<file path="src/rtl/irq_level_edge_capture.sv">
module irq_level_edge_capture #(
  parameter int NCH = 24,
  parameter int SELW = $clog2(NCH),
  parameter int STW = 8
) (
  input  logic            clk,
  input  logic            rst_n,
  input  logic [NCH-1:0]  pins,
  input  logic [SELW-1:0] chan_sel,
  input  logic            active_low,
  input  logic            irq_en,
  input  logic            clr_wr,
  output logic [STW-1:0]  status_byte,
  output logic            irq_req,
  output logic            irq_oe
);

  logic sel_ok, sel_lvl, active, prev_active, edge_hit, is_q;

  always_comb begin
    sel_ok  = 1'b0;
    sel_lvl = 1'b0;
    for (int i = 0; i < NCH; i++) begin
      if (chan_sel == SELW'(i)) begin
        sel_ok  = 1'b1;
        sel_lvl = pins[i];
      end
    end
  end

  assign active   = sel_ok & (sel_lvl ^ active_low);
  assign edge_hit = active & ~prev_active;

  always_ff @(posedge clk or negedge rst_n) begin
    if (!rst_n) begin
      prev_active <= 1'b0;
      is_q        <= 1'b0;
    end else begin
      prev_active <= active;
      if (edge_hit)
        is_q <= 1'b1;
      else if (clr_wr)
        is_q <= active;
    end
  end

  assign status_byte = {{(STW-1){1'b0}}, is_q};
  assign irq_oe      = irq_en;
  assign irq_req     = irq_en & is_q;

  a_r4_edge_latches: assert property (@(posedge clk) disable iff (!rst_n)
    (active && !prev_active) |=> status_byte[0]);
  a_r6_level_survives_clear: assert property (@(posedge clk) disable iff (!rst_n)
    (clr_wr && active) |=> status_byte[0]);
  a_r5_clear_idle: assert property (@(posedge clk) disable iff (!rst_n)
    (clr_wr && !active) |=> !status_byte[0]);
  a_r9_no_drive_when_disabled: assert property (@(posedge clk) disable iff (!rst_n)
    !irq_en |-> !irq_req);
  a_r10_no_source_holds: assert property (@(posedge clk) disable iff (!rst_n)
    (!sel_ok && !status_byte[0]) |=> !status_byte[0]);
  a_r4_holds_without_clear: assert property (@(posedge clk) disable iff (!rst_n)
    (!clr_wr && status_byte[0]) |=> status_byte[0]);

endmodule

</file>
<file path="config.mk">
export PLATFORM = sky130hd
export DESIGN_NAME = irq_level_edge_capture
export DESIGN_NICKNAME = d
export VERILOG_FILES = /design/src/rtl/irq_level_edge_capture.sv
export SDC_FILE = /design/constraint.sdc
export NUM_CORES = 1
export LEC_CHECK = 0
export BUFFER_PORTS_ARGS = -buffer_cell sky130_fd_sc_hd__buf_2
export CAP_MARGIN = 0
export CORE_MARGIN = 1.5
export CORE_UTILIZATION = 34
export CTS_CLUSTER_DIAMETER = 40
export DETAILED_ROUTE_END_ITERATION = 16
export MAX_ROUTING_LAYER = met4
export PLACE_DENSITY = 0.74
export SETUP_SLACK_MARGIN = 0.2
export SYNTH_ARGS = -nofsm -noshare
export SYNTH_HDL_FRONTEND = slang
export SYNTH_SLANG_ARGS = --single-unit
</file>
<file path="constraint.sdc">
create_clock -name clk -period 0.8 [get_ports clk]
set_clock_uncertainty 0.05 [all_clocks]
set_input_delay 0.04 -clock clk [delete_from_list [all_inputs] [get_ports clk]]
set_output_delay 0.04 -clock clk [all_outputs]
set_load 0.01 [all_outputs]
</file>
==> metrics.yaml <==
synth:
  synthSimpleGateAreaFrac: 0.297
  synthArstFlopShare: 1.00
  netlist_instances: 75
  avgSynthCellArea_um2: 7.41
  netlist.area_leader.share: 0.122
  synth_fa_ha_area_frac: 0
  synth_area_leaders: "buf_4 12%, dfrtp_1 9.0%, nor2b_1 5.6%, a21oi_1 5.4%, mux2i_1 5.4%"
  ys_ff_latch: 2
  ys.flop_type: "dfrtp_1"
  yosysSeqAreaShare: 0.0901
  yosysTopAreaCell: "buf_4"
  netlist_area_um2: 556
  synthXorXnorAreaFrac: 0
  synth_compound_area_frac: 0.257
  synth_warnings: 0
  synth-edff-count: 0
  synth_top_family_by_area: "simple AND/OR/NAND/NOR gates"
  muxShareOfSynthArea: 0.162
  synthDistinctLibCells: 35
finish:
  nNetsFinal: 160
  regArea_um2: 50.0
  antenna_cells: 0
  areaGrowthSynthToFinish_pct: 58.6
  post-route-util: 0.578
  drive_gt1_frac: 0.508
  layout_commonest_cell: "buf_2"
  fillCellCount: 143
  mostFrequentLayoutCells: "34 x buf_2, 16 x buf_4, 7 x conb_1"
  stdcell_count: 140
  multi_input_area_um2: 450
clocking:
  clock-sinks: 2
  cts-root-buf: "clkbuf_4"
  clock_latency_ps: 220
  cts_buffers: 3
  htreeDepth: 1
  cts_tree: "built"
  clockBufferDepth: 2
  clkSlewWorstSetupHoldPaths_ps: 30
placement:
  io_buffers: 36
  preCtsSetupSlack_ps: -1110
  dpl.hpwl_um: 1260
  place_congestion: 0.898
  dp_cells: 135
grt:
  grt_util_all_layers: 0.172
  gr-total-overflow: 0
  antenna_found_initial: 0
  grt_first_pass_wirelength_um: 2450
  grt_max_degree: 10
  grt_pass1_vias: 627
sta:
  rsz0062_at_grt: "yes"
  fin_crit_ps: 1650
  drv_slew: 0
  timing.fmax_ghz: 0.605
  setup_ws_ps: -854
  setup_viol: 4
  whs_ps: 72.0
  period_share: 2.07
  hold_viol: 0
power:
  p_leak_nw: 0.447
  power_density_nw_per_um2: 882
  fin_total_pwr_mw: 0.777
  internal_power_mw: 0.526
  pwr-share-clk: 0.287
  p_comb_frac: 0.547
  switching_power_mw: 0.251
  max-vdd-ir-drop_mv: 0.332
  p_sw_frac: 0.323
  p_seq_frac: 0.166
drt:
  drt-pass1-iter-count: 4
  drc: 0
  antenna_left: 0
  drtIter0Drc: 8
  num_vias: 713
  viasPerCell: 5.09
  wirelength_um: 1530
  wl_per_cell_um: 11.0
min_path:
  hp-class: "in -> reg"
die:
  die_h_um: 43.4
  core_um2: 1520
  die_area_um2: 1890
  die_x_um: 43.4
  rows: 14
  ios: 44
  initial_core_util: 0.365
critical_path:
  r2r_end: "is_q$_DFFE_PN0P_"
  r2r_start: "prev_active$_DFF_PN0_"
  criticalPathCategory: "in -> reg"
  r2r_slack_ps: -10
  cp.arrival_ps: 1710
  cp.required_ps: 850
  critPathLaunch: "chan_sel[0]"
  crit_end: "is_q$_DFFE_PN0P_"
  cp_max_fo: 3
  endpoint_kind: "flip-flop"
  start_kind: "input port"
  rr_worst_depth: 2
job:
  cap_violations: 0
status:
  outcome: "finished with violations"
  violations: "negative setup slack"
-- power by group through the flow --
stage,clock (mW),combinational [mW],sequential [mW]
6_report,0.223,0.424,0.129
5_1_grt,0.242,0.464,0.130
4_1_cts,0.236,0.410,0.129
3_5_place_dp,0,0.385,0.129
3_3_place_gp,0,0.376,0.129
2_1_floorplan,0,0.247,0.127
-- worst max-delay path, cell delays in order --
cell and delay (ps):
buf_8 80, mux4_2 480, mux2_4 280, a21boi_2 130
a221oi_2 70, or3_1 370, a32o_1 250
-- routing by layer --
layer,vias to the layer above,routed length [um],track usage
li1,360,-,-
met1,319,662,0.193
met2,34,769,0.316
met3,0,102,0.0167
met4,0,0,0.0545
met5,-,0,-
-- synthesized netlist by cell type, types with 2 or more instances --
cell type,n
inv_1,3
nor3_1,2
nand2_1,6
o21ai_0,3
dfrtp_1,2
nand2b_1,4
buf_4,9
buf_2,2
nor3b_1,3
nor2b_1,5
nor2_1,5
a21oi_1,6
mux2i_1,3
-- state kept, by name, indices dropped and copies added (netlist names) --
signal / cells
prev_active: 1
is_q: 1
-- worst min-delay path by stage --
stage | cells after the start | startpoint | endpoint | slack (ps)
2_1_floorplan | 0 | rst_n | is_q$_DFFE_PN0P_ | -310
3_3_place_gp | 1 | rst_n | prev_active$_DFF_PN0_ | -220
3_5_place_dp | 1 | rst_n | prev_active$_DFF_PN0_ | -220
4_1_cts | 2 | rst_n | prev_active$_DFF_PN0_ | 70
5_1_grt | 2 | rst_n | prev_active$_DFF_PN0_ | 90
6_report | 3 | clr_wr | is_q$_DFFE_PN0P_ | 70
-- per-stage QoR --
stage / setup TNS [ps] / instance area [um2]
2_1_floorplan: -1960 / 581
3_3_place_gp: -2080 / 801
3_5_place_dp: -2170 / 801
4_1_cts: -1820 / 860
5_1_grt: -1950 / 881
6_report: -1820 / 881
-- cell families after synthesis --
group / count (synthesis)
muxes: 6
and+or+nand+nor: 30
DFF: 2
buffers and inverters: 16
AOI/OAI and AO/OA: 20
other: 1
-- area by class of cell --
class | count | share of cell area
multi-input cells | 63 | 0.511
repair buffers | 53 | 0.371
flip-flops and latches | 2 | 0.0568
clock buffers | 3 | 0.0256
well taps | 16 | 0.0227
inverters | 3 | 0.0128
-- what timing repair did --
item	4_1_cts	5_1_grt
pin swaps	2	7
endpoints found under the setup margin	4	4
resized for setup	6	5
buffers inserted	0	1
hold endpoints to repair	2	0
hold buffers	1	0
Note: power is estimated with default switching activity, not from simulation.
